[src/rtl/tmr_pkg.sv]
// Package: shared encodings for the one-shot/free-running timer.
// Assumes the control register is CTL_BITS wide and the count register
// is at least that wide.
package tmr_pkg;
    localparam int CTL_BITS = 5;
    localparam int CTL_EN   = 0;
    localparam int CTL_SGL  = 1;
    localparam int CTL_FRE  = 2;
    localparam int CTL_CLR  = 3;
    localparam int CTL_ROR  = 4;

    localparam logic       ADDR_CTL = 1'b0;
    localparam logic       ADDR_CNT = 1'b1;
    localparam logic [1:0] TRIG_SW  = 2'b00;

    typedef enum logic {
        MODE_ONESHOT  = 1'b0,
        MODE_FREERUN  = 1'b1
    } run_mode_e;
endpackage

[src/rtl/tmr_ctl_regs.sv]
// Control register and start arbitration.
// Holds enable and clear-on-read, turns start writes into an immediate
// start pulse (software selector) or an armed request fired by the
// external trigger. Assumes wr_ctl is already decoded for the control
// address.
module tmr_ctl_regs
    import tmr_pkg::*;
(
    input  logic                clk,
    input  logic                rst_n,
    input  logic                wr_ctl,
    input  logic [CTL_BITS-1:0] wdata,
    input  logic [1:0]          trig_sel,
    input  logic                ext_trig,
    input  logic                crst_busy,
    output logic                en,
    output logic                ror,
    output logic                start_go,
    output run_mode_e           start_mode,
    output logic                arm_sgl,
    output logic                arm_fre,
    output logic                crst_launch
);
    logic      armed;
    run_mode_e armed_mode;
    logic      start_req;
    logic      sw_start;
    logic      trig_fire;
    run_mode_e req_mode;

    // Decode start requests and the trigger firing an armed start.
    always_comb begin
        start_req   = en && wr_ctl && (wdata[CTL_SGL] || wdata[CTL_FRE]);
        req_mode    = wdata[CTL_FRE] ? MODE_FREERUN : MODE_ONESHOT;
        sw_start    = start_req && (trig_sel == TRIG_SW);
        trig_fire   = en && armed && ext_trig;
        start_go    = sw_start || trig_fire;
        start_mode  = sw_start ? req_mode : armed_mode;
        crst_launch = en && wr_ctl && wdata[CTL_CLR] && !crst_busy;
        arm_sgl     = armed && (armed_mode == MODE_ONESHOT);
        arm_fre     = armed && (armed_mode == MODE_FREERUN);
    end

    // Register state: enable, clear-on-read and the single armed start.
    always_ff @(posedge clk) begin
        if (!rst_n) begin
            en         <= 1'b0;
            ror        <= 1'b0;
            armed      <= 1'b0;
            armed_mode <= MODE_ONESHOT;
        end else begin
            if (wr_ctl) en <= wdata[CTL_EN];

            if (!en)         ror <= 1'b0;
            else if (wr_ctl) ror <= wdata[CTL_ROR];

            if (!en || (wr_ctl && !wdata[CTL_EN])) begin
                armed <= 1'b0;
            end else if (start_req && !sw_start) begin
                armed      <= 1'b1;
                armed_mode <= req_mode;
            end else if (trig_fire) begin
                armed <= 1'b0;
            end
        end
    end
endmodule

[src/rtl/tmr_clr_delay.sv]
// Delayed counter-clear pipeline.
// Holds a pending clear for STAGES edges and pulses apply on the last.
// Assumes STAGES >= 2; a new launch is never accepted while busy
// (the control logic masks it).
module tmr_clr_delay #(
    parameter int STAGES = 3
) (
    input  logic clk,
    input  logic rst_n,
    input  logic en,
    input  logic launch,
    output logic busy,
    output logic apply
);
    localparam int DW = (STAGES > 1) ? $clog2(STAGES) : 1;

    logic [DW-1:0] dly;

    // The clear lands when the delay counter reaches its last stage.
    always_comb apply = busy && (dly == DW'(STAGES - 1));

    // Track the pending clear and its elapsed stages.
    always_ff @(posedge clk) begin
        if (!rst_n || !en) begin
            busy <= 1'b0;
            dly  <= '0;
        end else if (launch) begin
            busy <= 1'b1;
            dly  <= '0;
        end else if (busy) begin
            if (apply) begin
                busy <= 1'b0;
                dly  <= '0;
            end else begin
                dly <= dly + DW'(1);
            end
        end
    end
endmodule

[src/rtl/tmr_core.sv]
// Counter core: up-count, wrap at reload, update pulse, sticky DMA
// request and run/mode state. Assumes clear requests arrive as single
// cycle pulses and that a disabled timer holds everything at zero.
module tmr_core
    import tmr_pkg::*;
#(
    parameter int CNT_W = 16
) (
    input  logic             clk,
    input  logic             rst_n,
    input  logic             en,
    input  logic             start_go,
    input  run_mode_e        start_mode,
    input  logic [CNT_W-1:0] reload,
    input  logic             crst_apply,
    input  logic             rd_clear,
    output logic [CNT_W-1:0] count,
    output logic             update_evt,
    output logic             dma_req
);
    logic      running;
    run_mode_e mode;
    run_mode_e eff_mode;
    logic      clr;
    logic      wrap;

    // A mode written on the wrap edge already governs that wrap.
    always_comb begin
        clr      = crst_apply || rd_clear;
        wrap     = running && (count == reload) && !clr;
        eff_mode = start_go ? start_mode : mode;
    end

    // Count, wrap, pulse the update and hold the DMA request.
    always_ff @(posedge clk) begin
        if (!rst_n || !en) begin
            count      <= '0;
            running    <= 1'b0;
            mode       <= MODE_ONESHOT;
            update_evt <= 1'b0;
            dma_req    <= 1'b0;
        end else begin
            update_evt <= 1'b0;
            if (start_go) mode <= start_mode;

            if (clr) begin
                count <= '0;
            end else if (wrap) begin
                count      <= '0;
                update_evt <= 1'b1;
                dma_req    <= 1'b1;
            end else if (running) begin
                count <= count + CNT_W'(1);
            end

            if (wrap && eff_mode == MODE_ONESHOT) running <= 1'b0;
            else if (start_go)                    running <= 1'b1;
        end
    end
endmodule

[src/rtl/tmr_mode_ctl.sv]
// Top: one-shot / free-running timer controller.
// Decodes the two-register bus, wires control, delayed clear and counter
// core, and muxes read data. Assumes CNT_W >= CTL_BITS.
module tmr_mode_ctl
    import tmr_pkg::*;
#(
    parameter int CNT_W       = 16,
    parameter int SYNC_STAGES = 3
) (
    input  logic                clk,
    input  logic                rst_n,
    input  logic                bus_wr,
    input  logic                bus_rd,
    input  logic                bus_addr,
    input  logic [CTL_BITS-1:0] bus_wdata,
    output logic [CNT_W-1:0]    bus_rdata,
    input  logic [1:0]          trig_sel,
    input  logic                ext_trig,
    input  logic [CNT_W-1:0]    reload,
    output logic [CNT_W-1:0]    count,
    output logic                update_evt,
    output logic                dma_req
);
    localparam int PAD_W = CNT_W - CTL_BITS;

    logic      wr_ctl;
    logic      rd_clear;
    logic      ctl_en;
    logic      ctl_ror;
    logic      start_go;
    run_mode_e start_mode;
    logic      arm_sgl;
    logic      arm_fre;
    logic      crst_launch;
    logic      crst_busy;
    logic      crst_apply;

    // Address decode for writes and for the clearing read.
    always_comb begin
        wr_ctl   = bus_wr && (bus_addr == ADDR_CTL);
        rd_clear = bus_rd && (bus_addr == ADDR_CNT) && ctl_ror;
    end

    tmr_ctl_regs u_regs (
        .clk         (clk),
        .rst_n       (rst_n),
        .wr_ctl      (wr_ctl),
        .wdata       (bus_wdata),
        .trig_sel    (trig_sel),
        .ext_trig    (ext_trig),
        .crst_busy   (crst_busy),
        .en          (ctl_en),
        .ror         (ctl_ror),
        .start_go    (start_go),
        .start_mode  (start_mode),
        .arm_sgl     (arm_sgl),
        .arm_fre     (arm_fre),
        .crst_launch (crst_launch)
    );

    tmr_clr_delay #(.STAGES(SYNC_STAGES)) u_clr (
        .clk    (clk),
        .rst_n  (rst_n),
        .en     (ctl_en),
        .launch (crst_launch),
        .busy   (crst_busy),
        .apply  (crst_apply)
    );

    tmr_core #(.CNT_W(CNT_W)) u_core (
        .clk        (clk),
        .rst_n      (rst_n),
        .en         (ctl_en),
        .start_go   (start_go),
        .start_mode (start_mode),
        .reload     (reload),
        .crst_apply (crst_apply),
        .rd_clear   (rd_clear),
        .count      (count),
        .update_evt (update_evt),
        .dma_req    (dma_req)
    );

    // Read mux: control shows live pending bits, count shows the counter.
    always_comb begin
        if (bus_addr == ADDR_CTL)
            bus_rdata = {{PAD_W{1'b0}}, ctl_ror, crst_busy, arm_fre, arm_sgl, ctl_en};
        else
            bus_rdata = count;
    end
endmodule

[config.mk]
export PLATFORM = sky130hd
export DESIGN_NAME = tmr_mode_ctl
export DESIGN_NICKNAME = d
export VERILOG_FILES = /design/src/rtl/tmr_pkg.sv /design/src/rtl/tmr_ctl_regs.sv /design/src/rtl/tmr_clr_delay.sv /design/src/rtl/tmr_core.sv /design/src/rtl/tmr_mode_ctl.sv
export SDC_FILE = /design/constraint.sdc
export NUM_CORES = 1
export LEC_CHECK = 0
export BUFFER_PORTS_ARGS = -buffer_cell sky130_fd_sc_hd__buf_2
export CELL_PAD_IN_SITES_DETAIL_PLACEMENT = 0
export CELL_PAD_IN_SITES_GLOBAL_PLACEMENT = 1
export CORE_MARGIN = 2
export CORE_UTILIZATION = 36
export CTS_BUF_LIST = sky130_fd_sc_hd__clkbuf_8
export CTS_CLUSTER_DIAMETER = 120
export DETAILED_ROUTE_END_ITERATION = 10
export PLACE_DENSITY = 0.86
export SYNTH_ARGS = -nofsm -noshare
export SYNTH_HDL_FRONTEND = slang
export SYNTH_HIERARCHICAL = 1
export SYNTH_SLANG_ARGS = --single-unit
[constraint.sdc]
create_clock -name clk -period 2.65 [get_ports clk]
set_input_delay 0.265 -clock clk [delete_from_list [all_inputs] [get_ports clk]]
set_output_delay 0.265 -clock clk [all_outputs]
set_load 0.05 [all_outputs]
Word-level counts from Yosys, hierarchy flattened
Cells that the tools add are included.
W data, S select, Z words.

word-level totals
  register bits = 27
  input port bits = 29
  logic and storage cells = 71
  output and inout bits = 34

operators by class
  equal/unequal tests = 2
  multiplexer cells = 11
  bitwise logic cells = 6
  add/subtract/negate cells = 2
  reduce and logical (&&, ||, !) cells = 39

operator list
  cell                     number
  $logic_and A1 B1 Y1      18
  $add A16 B1 Y16 const B  1
  $eq A16 B16 Y1           1
  $mux W16                 1
  $mux W1                  9
  $reduce_or A2 Y1         4
  $logic_not A1 Y1         6
  $not A1 Y1               6
  $reduce_and A2 Y1        3
  $logic_or A1 B1 Y1       5
  $reduce_or A3 Y1         1
  $add A2 B1 Y2 const B    1
  $eq A2 B2 Y1 const B     1
  $logic_not A2 Y1         1
  $mux W2                  1
  $reduce_bool A2 Y1       1

Depth between registers and ports, before layout
Gate-level depths: netlist of run 1.

  depth after elaboration = 10
  mapped depth = 8

Cells and area by module
The synthesis of run 1 kept the hierarchy.

by module, submodules not included
  module         sequential area each (sq um)  area an instance (sq um)  cells each  instances
  tmr_core       400.4                         1032.2                    115         1
  tmr_ctl_regs   80.1                          232.7                     26          1
  tmr_mode_ctl   0.0                           178.9                     20          1
  tmr_clr_delay  60.1                          132.6                     15          1

Worst setup path before layout of run 1
Ideal clock, no wire load.

  path kind = reg2reg
  from = register u_core.count[10]
  to = register u_core.count[0]
  cell stages (with the launch flop) = 7
  data required time = 2534 ps
  slack = 583 ps
  arrival = 1951 ps
  library setup time = 116 ps
  path through = dfxtp_1 -> xnor2_1 -> nand2_1 -> or4_4 -> o211ai_4 -> buf_6 -> nor2_1

between the ends
  cells in the longest elaborated chain, start to end = 4

ends and longest elaborated chain
  element                            line            RTL
  from (decl)                        tmr_core.sv:17  output logic [CNT_W-1:0] count,
  from (signal assigned)             tmr_core.sv:53  count <= count + CNT_W'(1);
  $eq A16 B16 Y1                     tmr_core.sv:30  wrap = running && (count == reload) && !clr;
  $logic_and A1 B1 Y1 (2 in series)  tmr_core.sv:30
  $reduce_or A3 Y1 (no line)         n/a

No other way between the ends.
A chain may end at the register's enable or synchronous reset.

Final worst setup path of run 1
  from = register u_core.count[0]
  to = register u_core.count[4]

between the ends
  cells in the longest elaborated chain, start to end = 4

ends and longest elaborated chain
  element
  parallel branches: the longest is 4 deep, another holds $add A16 B1 Y16

Several ways; the timed one is not identified.

==> results_dict.tcl, run 1 <==
set metrics [dict create \
    final_cell_area_sq_um 1970 \
    holdBufCountCts 0 \
    netlist_area_sq_um 1580 \
    cp.required_ns 2.79 \
    coreArea_sq_um 4290 \
    maxCapViolCount 0 \
    skew_ns 0.00659 \
    htree_num_levels 1 \
    antenna_found_initial 0 \
    num_vias 1414 \
    netlist.area_leader.share_pct 34.3 \
    path_max_fanout 16 \
    ys_top_cells_by_area "dfxtp_1 34%, xor2_1 9.4%, xnor2_1 6.1%" \
    power.density_nw_per_um2 356 \
    clockBufferDepth 2 \
    synthCells 176 \
    grt.total_usage_pct 16.2 \
    worstSetupPathType "reg -> reg" \
    end_kind "flop" \
    status "complete, no violations" \
    drc 0 \
    total_leakage_power_uw 0.000900 \
    r2r-start "u_core/count[0]" \
    io_buffers 62 \
    synth_flop_cell "dfxtp_1" \
    root_buffer "clkbuf_8" \
    dieWidth_um 70.2 \
    slew_headroom_pct 66.5 \
    grt_max_degree 18 \
    cts_sinks 27 \
    postCtsResizedCells 0 \
    clock_latency_ns 0.27 \
    finalSetupTns_ns 0 \
    nNetsFinal 271 \
    dr.pass1.iters 4 \
    initial_utilization_pct 36.7 \
    rsz0062_at_grt "no" \
    grt_pass1_vias 1359 \
    gp_congestion 0.810 \
    std_cell_rows 24 \
    overflow 0 \
    cts_setup_buffers 0 \
    hold_viol_final 0 \
    synth-edff-count 0 \
    viasPerCell 4.84 \
    whs_ns 0.237 \
    io_pins 63 \
    drv_slew 0 \
    drt_iter0_drc 56 \
    ys_ff_latch 27 \
    worst_ep_arrival_time_ns 2.12 \
    post_dp_cell_area_sq_um 1930 \
    ant_nets 0 \
    seq_area_frac_synth_pct 34.3 \
    routed_wl_um 3990 \
    drive_gt1_share_pct 34.6 \
    ir_worst_vdd_uv 186 \
    clk_pin_slew_ns 0.10 \
    worstHoldStart "bus_wdata[4]" \
    nFillCells 450 \
    die-height_um 70.2 \
    synth_commonest_cells "27 x dfxtp_1, 25 x nor2_1, 17 x xor2_1" \
    syn_area_per_cell_sq_um 8.96 \
    finalCritPeriodShare_pct 74.7 \
    dp_hpwl_um 3110 \
    multi_input_area_sq_um 976 \
    fmax_mhz 505 \
    setup_viol 0 \
    async_reset_ff_share_pct 0 \
    syn_to_final_growth_pct 25.2 \
    ff_latch_area_sq_um 541 \
    period_needed_ns 1.98 \
    grt_pass1_wl_um 6370 \
    worstSetupStartpoint "u_core/count[0]" \
    hold_class "in -> reg" \
    routed_wire_length_per_instance_um 13.7 \
    worst_setup_path_start_kind "flop" \
    tightest_slew_ns 0.500 \
    cts_tree "built" \
    cts_buffers 3 \
    yosysTopAreaCell "dfxtp_1" \
    synth_nets 206 \
    synth.most_common_cell "dfxtp_1" \
    dieArea_sq_um 4920 \
    yosysWarnings 6 \
    synth_cell_types 37 \
    n_antenna_cell 0 \
]
==> critical path: stages (launching register included) <==
cell	delay [ns]
dfxtp_1	0.48
xor2_1	0.14
nor4_1	0.42
nand3_1	0.23
o211ai_4	0.48
nor2_1	0.10
==> report_power, final <==
group | total [uW] | internal [uW] | leakage (uW) | switching [uW]
Combinational | 60.6 | 29.6 | 0.000661 | 31.1
Sequential | 408 | 406 | 0.000217 | 2.13
Clock | 234 | 106 | 0.0000217 | 128
Total | 703 | 542 | 0.000900 | 161
==> sequential cells by signal, indices dropped and copies added (netlist names) <==
signal,cells
u_regs/armed_mode,1
u_core/count,16
u_regs/armed,1
u_clr/busy,1
u_clr/dly,2
u_regs/en,1
u_core/dma_req,1
u_regs/ror,1
u_core/mode,1
u_core/running,1
u_core/update_evt,1
==> path summary, 6_finish.rpt <==
| kind | endpoint | slack [ns] | cells past startpoint |
|---|---|---|---|
| worst max-delay path | u_core/count[4] | 0.67 | 5 |
| worst min-delay path | u_regs/ror | 0.24 | 3 |
| worst max register to register | u_core/count[4] | 0.67 | 5 |
| worst min register to register | u_core/dma_req | 0.49 | 1 |
==> through the flow <==
step / util [%] / worst slack [ns] / total power (uW) / std cells
floorplan: - / 0.583 / 449 / 176
global placement: 44.8 / 0.605 / 479 / 288
detailed placement: 44.8 / 0.560 / 479 / 288
CTS: 46.0 / 0.678 / 713 / 292
global route: 46.0 / 0.547 / 731 / 292
finish: 46.0 / 0.670 / 703 / 292
==> layout by cell type, fill, tap and decap left out, types with 3 or more instances in the layout <==
cell type / instances
buf_2: 62
dfxtp_1: 27
nor2_1: 25
xor2_1: 17
nand2_1: 14
and2_1: 13
xnor2_1: 11
mux2_4: 6
nand4_1: 6
nand3_1: 6
inv_1: 5
mux2i_1: 5
nor2b_1: 4
nor3_1: 4
clkbuf_8: 3
a21oi_1: 3
==> per-layer routing <==
layer | up-vias | wire length, um | track usage [%]
met2 | 28 | 1910 | 25.9
met3 | 6 | 113 | 2.89
li1 | 729 | - | -
met4 | 0 | 69 | 5.13
met5 | - | 0 | 0
met1 | 651 | 1900 | 22.2
==> cells by family (layout without fill, tap and decap cells) <==
group                    count (synthesis)  after routing  share of synthesized area (%)
AO/OA/AOI/OAI                           14             14                           7.62
XOR/XNOR                                28             28                           15.6
adder cells (fa/ha/maj)                  1              1                          0.794
buffers and inverters                    9             73                           3.81
flip-flops                              27             27                           34.3
multiplexers                            11             11                           8.89
AND/OR/NAND/NOR                         86             86                           29.0
==> area by class of cell <==
type / instances / area share (%)
clock buffers: 3 / 2.09
clock inverters: 1 / 0.380
inverters: 5 / 0.951
multi-input cells: 140 / 49.4
flip-flops and latches: 27 / 27.4
well taps: 52 / 3.30
repair buffers: 64 / 16.5
Power figures use the tool's default switching activity.
==> run 2, diff against run 1 <==
--- a/config.mk
+++ b/config.mk
@@ -9,11 +9,11 @@
 export CELL_PAD_IN_SITES_DETAIL_PLACEMENT = 0
 export CELL_PAD_IN_SITES_GLOBAL_PLACEMENT = 1
 export CORE_MARGIN = 2
-export CORE_UTILIZATION = 36
+export CORE_UTILIZATION = 33
 export CTS_BUF_LIST = sky130_fd_sc_hd__clkbuf_8
 export CTS_CLUSTER_DIAMETER = 120
 export DETAILED_ROUTE_END_ITERATION = 10
-export PLACE_DENSITY = 0.86
+export PLACE_DENSITY = 0.83
 export SYNTH_ARGS = -nofsm -noshare
 export SYNTH_HDL_FRONTEND = slang
 export SYNTH_HIERARCHICAL = 1
==> constraint.sdc (replaced) <==
create_clock -name clk -period 1.6 [get_ports clk]
set_input_delay 0.16 -clock clk [delete_from_list [all_inputs] [get_ports clk]]
set_output_delay 0.16 -clock clk [all_outputs]
set_load 0.05 [all_outputs]
==> results_dict.tcl, run 2 (synthesis results as in run 1) <==
set metrics [dict create \
    syn_to_final_growth_pct 44.0 \
    grt_max_degree 18 \
    drc 0 \
    routed_wire_length_per_instance_um 13.0 \
    top_regs "u_core/count x16, u_clr/dly x2" \
    crit_path_top_delay_cell "or4_4" \
    worstSetupStartpoint "u_core/count[14]" \
    dp_hpwl_um 3280 \
    r2r.worst_path.cells 6 \
    largest_register "u_core/count" \
    layout_commonest_cell "buf_2" \
    fmax_mhz 603 \
    power.density_nw_per_um2 521 \
    setup_viol 16 \
    period_needed_ns 1.66 \
    finalCritPeriodShare_pct 104 \
    hold_class "in -> reg" \
    cts_sinks 27 \
    clockBufferDepth 2 \
    clk_pin_slew_ns 0.10 \
    io_pins 63 \
    grt_busiest_layer "met2" \
    clock_latency_ns 0.27 \
    dp_slack_ns -0.0848 \
    worstSetupPathType "reg -> reg" \
    num_vias 1516 \
    grt_use_met1_pct 21.0 \
    dr.pass1.iters 4 \
    ff_latch_area_sq_um 584 \
    rsz0062_at_grt "yes" \
    setup_slack_ns -0.0594 \
    layout.cells.non_filler 318 \
    worst_ep_arrival_time_ns 1.83 \
    ant_nets 0 \
    critPathTopFamily "simple AND/OR/NAND/NOR gates" \
    r2r-start "u_core/count[14]" \
    nFillCells 467 \
    multi_input_area_sq_um 1030 \
    drive_gt1_share_pct 49.6 \
    holdBufCountCts 0 \
    status "finished with violations" \
    critPathBufInv 1 \
    cts_tree "built" \
    grt_use_met2_pct 24.0 \
    end_kind "flop" \
    path_max_fanout 16 \
    post_dp_cell_area_sq_um 2170 \
    largest_register_ffs 16 \
    finalSetupTns_ns -0.784 \
    routed_wl_um 4140 \
    cp.required_ns 1.77 \
    overflow 0 \
    maxCapViolCount 0 \
    whs_ns 0.131 \
    antenna_found_initial 0 \
    layout_common_cells "62 x buf_2, 25 x buf_4, 25 x nor2_1, 17 x xor2_1, 14 x nand2_1" \
    cts_buffers 3 \
    drv_slew 0 \
    grt_util_met3_pct 2.76 \
    std_cell_rows 25 \
    gp_congestion 0.820 \
    initial_utilization_pct 33.8 \
    root_buffer "clkbuf_8" \
    dieArea_sq_um 5350 \
    skew_ns 0.00555 \
    hold_path_depth 3 \
    io_buffers 62 \
    dieWidth_um 73.1 \
    placed_cells 314 \
    viasPerCell 4.77 \
    nNetsFinal 295 \
    violations "negative setup slack" \
    n_antenna_cell 0 \
    grt.total_usage_pct 15.3 \
    worst_path_largest_cell_delay_ns 0.57 \
    htree_num_levels 1 \
    drt_iter0_drc 59 \
    coreArea_sq_um 4660 \
    worstHoldStart "bus_wdata[4]" \
    grt_pass1_wl_um 6260 \
    worst_setup_path_start_kind "flop" \
    ir_worst_vdd_uv 335 \
    crit_chain "xnor2_2, nand2_1, or4_4, o211ai_4, buf_12, nor2_1" \
    cp.depth 6 \
    hold_viol_final 0 \
    slew_headroom_pct 64.9 \
    tightest_slew_ns 0.527 \
    final_cell_area_sq_um 2270 \
    total_leakage_power_uw 0.00107 \
    die-height_um 73.1 \
    grt_pass1_vias 1350 \
]
run 2: cell types whose count changed in the layout (fill, tap and decap cells not counted), moves of 2 or more:
cell / change
xnor2_1: -3
o41ai_1: -2
dfxtp_2: +8
o41ai_2: +2
dfxtp_1: -17
xnor2_2: +3
dfxtp_4: +9
buf_4: +23
run 2: final cells by class:
| type | count | share of cell area (%) |
|---|---|---|
| Clock inverter | 1 | 0.276 |
| Timing Repair Buffer | 88 | 22.8 |
| Sequential cell | 27 | 25.7 |
| Inverter | 5 | 0.827 |
| Multi-Input combinational cell | 140 | 45.5 |
| Clock buffer | 3 | 1.82 |
| Tap cell | 54 | 2.98 |
run 2: layer usage:
layer	vias up	wire (um)
met5	-	0
met4	0	55
met3	4	236
met2	33	1980
met1	698	1870
li1	781	-
run 2: per-stage QoR:
stage | utilization (%) | total power [uW]
CTS | 48.1 | 1200
detailed placement | 46.6 | 787
global route | 48.7 | 1230
floorplan | - | 731
global placement | 46.6 | 788
finish | 48.7 | 1180
run 2: timing repair:
action / in CTS / in global routing
setup buffers: 0 / 0
pin swaps: 1 / 3
setup endpoints to repair: 17 / 18
gates resized for setup: 3 / 5
run 2: worst min-delay path, delay by kind of cell:
family,cells,cell delay [ns]
AND/OR/NAND/NOR,1,0.08
buffers and inverters,1,0.08
multiplexers,1,0.06
run 2: power by group:
group	switching (uW)	leakage, uW	total (uW)	internal (uW)
Combinational	58.8	0.000815	119	59.7
Sequential	1.32	0.000229	659	658
Clock	226	0.0000260	404	178
run 2: path summary, 6_finish.rpt:
kind                                        end  slack, ns
worst max-delay path            u_core/count[9]      -0.06
worst min-delay path                 u_regs/ror       0.13
worst max register to register  u_core/count[9]      -0.06
worst min register to register   u_core/dma_req       0.48
==> run 3, diff against run 2 <==
--- a/config.mk
+++ b/config.mk
@@ -8,7 +8,6 @@
 export BUFFER_PORTS_ARGS = -buffer_cell sky130_fd_sc_hd__buf_2
 export CELL_PAD_IN_SITES_DETAIL_PLACEMENT = 0
 export CELL_PAD_IN_SITES_GLOBAL_PLACEMENT = 1
-export CORE_MARGIN = 2
 export CORE_UTILIZATION = 33
 export CTS_BUF_LIST = sky130_fd_sc_hd__clkbuf_8
 export CTS_CLUSTER_DIAMETER = 120
==> results_dict.tcl, run 3 (synthesis results as in run 1) <==
set metrics [dict create \
    status "finished with violations" \
    violations "design-rule violations, negative setup slack" \
    fin_util_pct 49.8 \
    cts_buffers 3 \
    die-height_um 71.1 \
    io_pins 63 \
    overflow 0 \
    root_buffer "clkbuf_8" \
    setup_viol 17 \
    rsz0062_at_grt "yes" \
    nNetsFinal 295 \
    path_max_fanout 16 \
    clk_pin_slew_ns 0.10 \
    worst_ep_arrival_time_ns 1.85 \
    clockBufferDepth 2 \
    viasPerCell 4.68 \
    crit_chain "xnor2_1, nand2_1, or4_4, o211ai_4, buf_12, nor2_1" \
    cp.required_ns 1.77 \
    final_cell_area_sq_um 2230 \
    grt.total_usage_pct 16.3 \
    routed_wire_length_per_instance_um 12.9 \
    grt_pass1_wl_um 6400 \
    crit_path_top_delay_cell "or4_4" \
    nFillCells 456 \
    drc 4 \
    dp_hpwl_um 3210 \
    hold_viol_final 0 \
    skew_ns 0.00749 \
    period_needed_ns 1.68 \
    top_regs "u_core/count x16, u_clr/dly x2" \
    largest_register "u_core/count" \
    worst_path_largest_cell_delay_ns 0.57 \
    ir_worst_vdd_uv 492 \
    grt_max_degree 18 \
    io_buffers 62 \
    n_antenna_cell 0 \
    post_dp_cell_area_sq_um 2170 \
    ant_nets 0 \
    gp_congestion 0.829 \
    layout_common_cells "62 x buf_2, 25 x buf_4, 25 x nor2_1, 17 x xor2_1, 14 x nand2_1" \
    drive_gt1_share_pct 47.7 \
    worstSetupPathType "reg -> reg" \
    hold_class "in -> reg" \
    std_cell_rows 24 \
    slew_headroom_pct 72.0 \
    total_leakage_power_uw 0.00105 \
    worst_setup_path_start_kind "flop" \
    initial_utilization_pct 35.2 \
    cts_setup_buffers 0 \
    fmax_mhz 596 \
    dr.pass1.iters 8 \
    largest_register_ffs 16 \
    coreArea_sq_um 4470 \
    power.density_nw_per_um2 524 \
    drt_iter0_drc 131 \
    p_total_uw 1170 \
    grt_pass1_vias 1365 \
    layout_commonest_cell "buf_2" \
    dieWidth_um 71.1 \
    num_vias 1478 \
    routed_wl_um 4080 \
    setup_slack_ns -0.0783 \
    finalSetupTns_ns -1.19 \
    maxCapViolCount 0 \
    finalCritPeriodShare_pct 105 \
    end_kind "flop" \
    cts_sinks 27 \
    antenna_found_initial 0 \
    cts_tree "built" \
    htree_num_levels 1 \
    dieArea_sq_um 5060 \
    tightest_slew_ns 0.421 \
    drv_slew 0 \
    clock_latency_ns 0.27 \
    syn_to_final_growth_pct 41.4 \
]
run 3: cell count changes in the layout (fill, tap and decap cells not counted):
cell / delta
o41ai_2: -1
inv_4: -1
xnor2_2: -3
clkinvlp_4: +1
dfxtp_1: +1
dfxtp_2: -1
o41ai_1: +1
nand3_2: +1
nand3_4: -1
xnor2_1: +3
run 3: cell type report:
cell class	count	area, sq um	area share, %
tap	52	65.1	2.92
multi-input combinational	140	996	44.7
timing repair buffer	88	518	23.2
inverter	5	18.8	0.842
sequential	27	583	26.2
clock buffer	3	41.3	1.85
clock inverter	1	7.51	0.337
run 3: power by group:
part / total, uW / switching, uW / leakage, uW / internal, uW
registers: 659 / 1.13 / 0.000228 / 657
logic: 114 / 57.1 / 0.000798 / 57.3
clock network: 396 / 220 / 0.0000217 / 177
total: 1170 / 278 / 0.00105 / 892
run 3: path summary, 6_finish.rpt:
| check | from | cells after the start | to | slack (ns) |
|---|---|---|---|---|
| max | u_core/count[14] | 6 | u_core/count[12] | -0.08 |
| min | bus_wdata[4] | 3 | u_regs/ror | 0.13 |
| min reg2reg | u_core/dma_req | 1 | u_core/dma_req | 0.48 |
| max reg2reg | u_core/count[14] | 6 | u_core/count[12] | -0.08 |
run 3: per-layer routing:
layer	routed length (um)	track usage (%)	vias to the layer above	share of wire, %
met2	1920	25.9	30	47
met1	1980	22.8	667	49
met4	27	4.22	0	0.66
met3	150	2.85	2	3.7
met5	0	0	-	0
li1	-	-	779	-
run 3: critical path, delay by kind of cell (launching register included):
| family | cells | cell delay [ns] |
|---|---|---|
| DFF | 1 | 0.36 |
| and+or+nand+nor | 3 | 0.69 |
| xor gates and xnor gates | 1 | 0.14 |
| buffers and inverters | 1 | 0.17 |
| AOI/OAI and AO/OA | 1 | 0.23 |
run 3: what timing repair did:
action / 4_1_cts / 5_1_grt
gates resized for setup: 2 / 0
hold buffers: 0 / 0
setup endpoints to repair: 17 / 17
pin swaps: 2 / 2
run 3: through the flow:
step	hold slack (ns)	worst slack, ns	cells
after detailed placement	0.440	-0.0925	312
after CTS	0.148	-0.0820	316
after floorplan	0.278	-0.142	176
after global placement	0.411	-0.0797	312
final	0.134	-0.0783	316
after global routing	0.139	-0.165	316
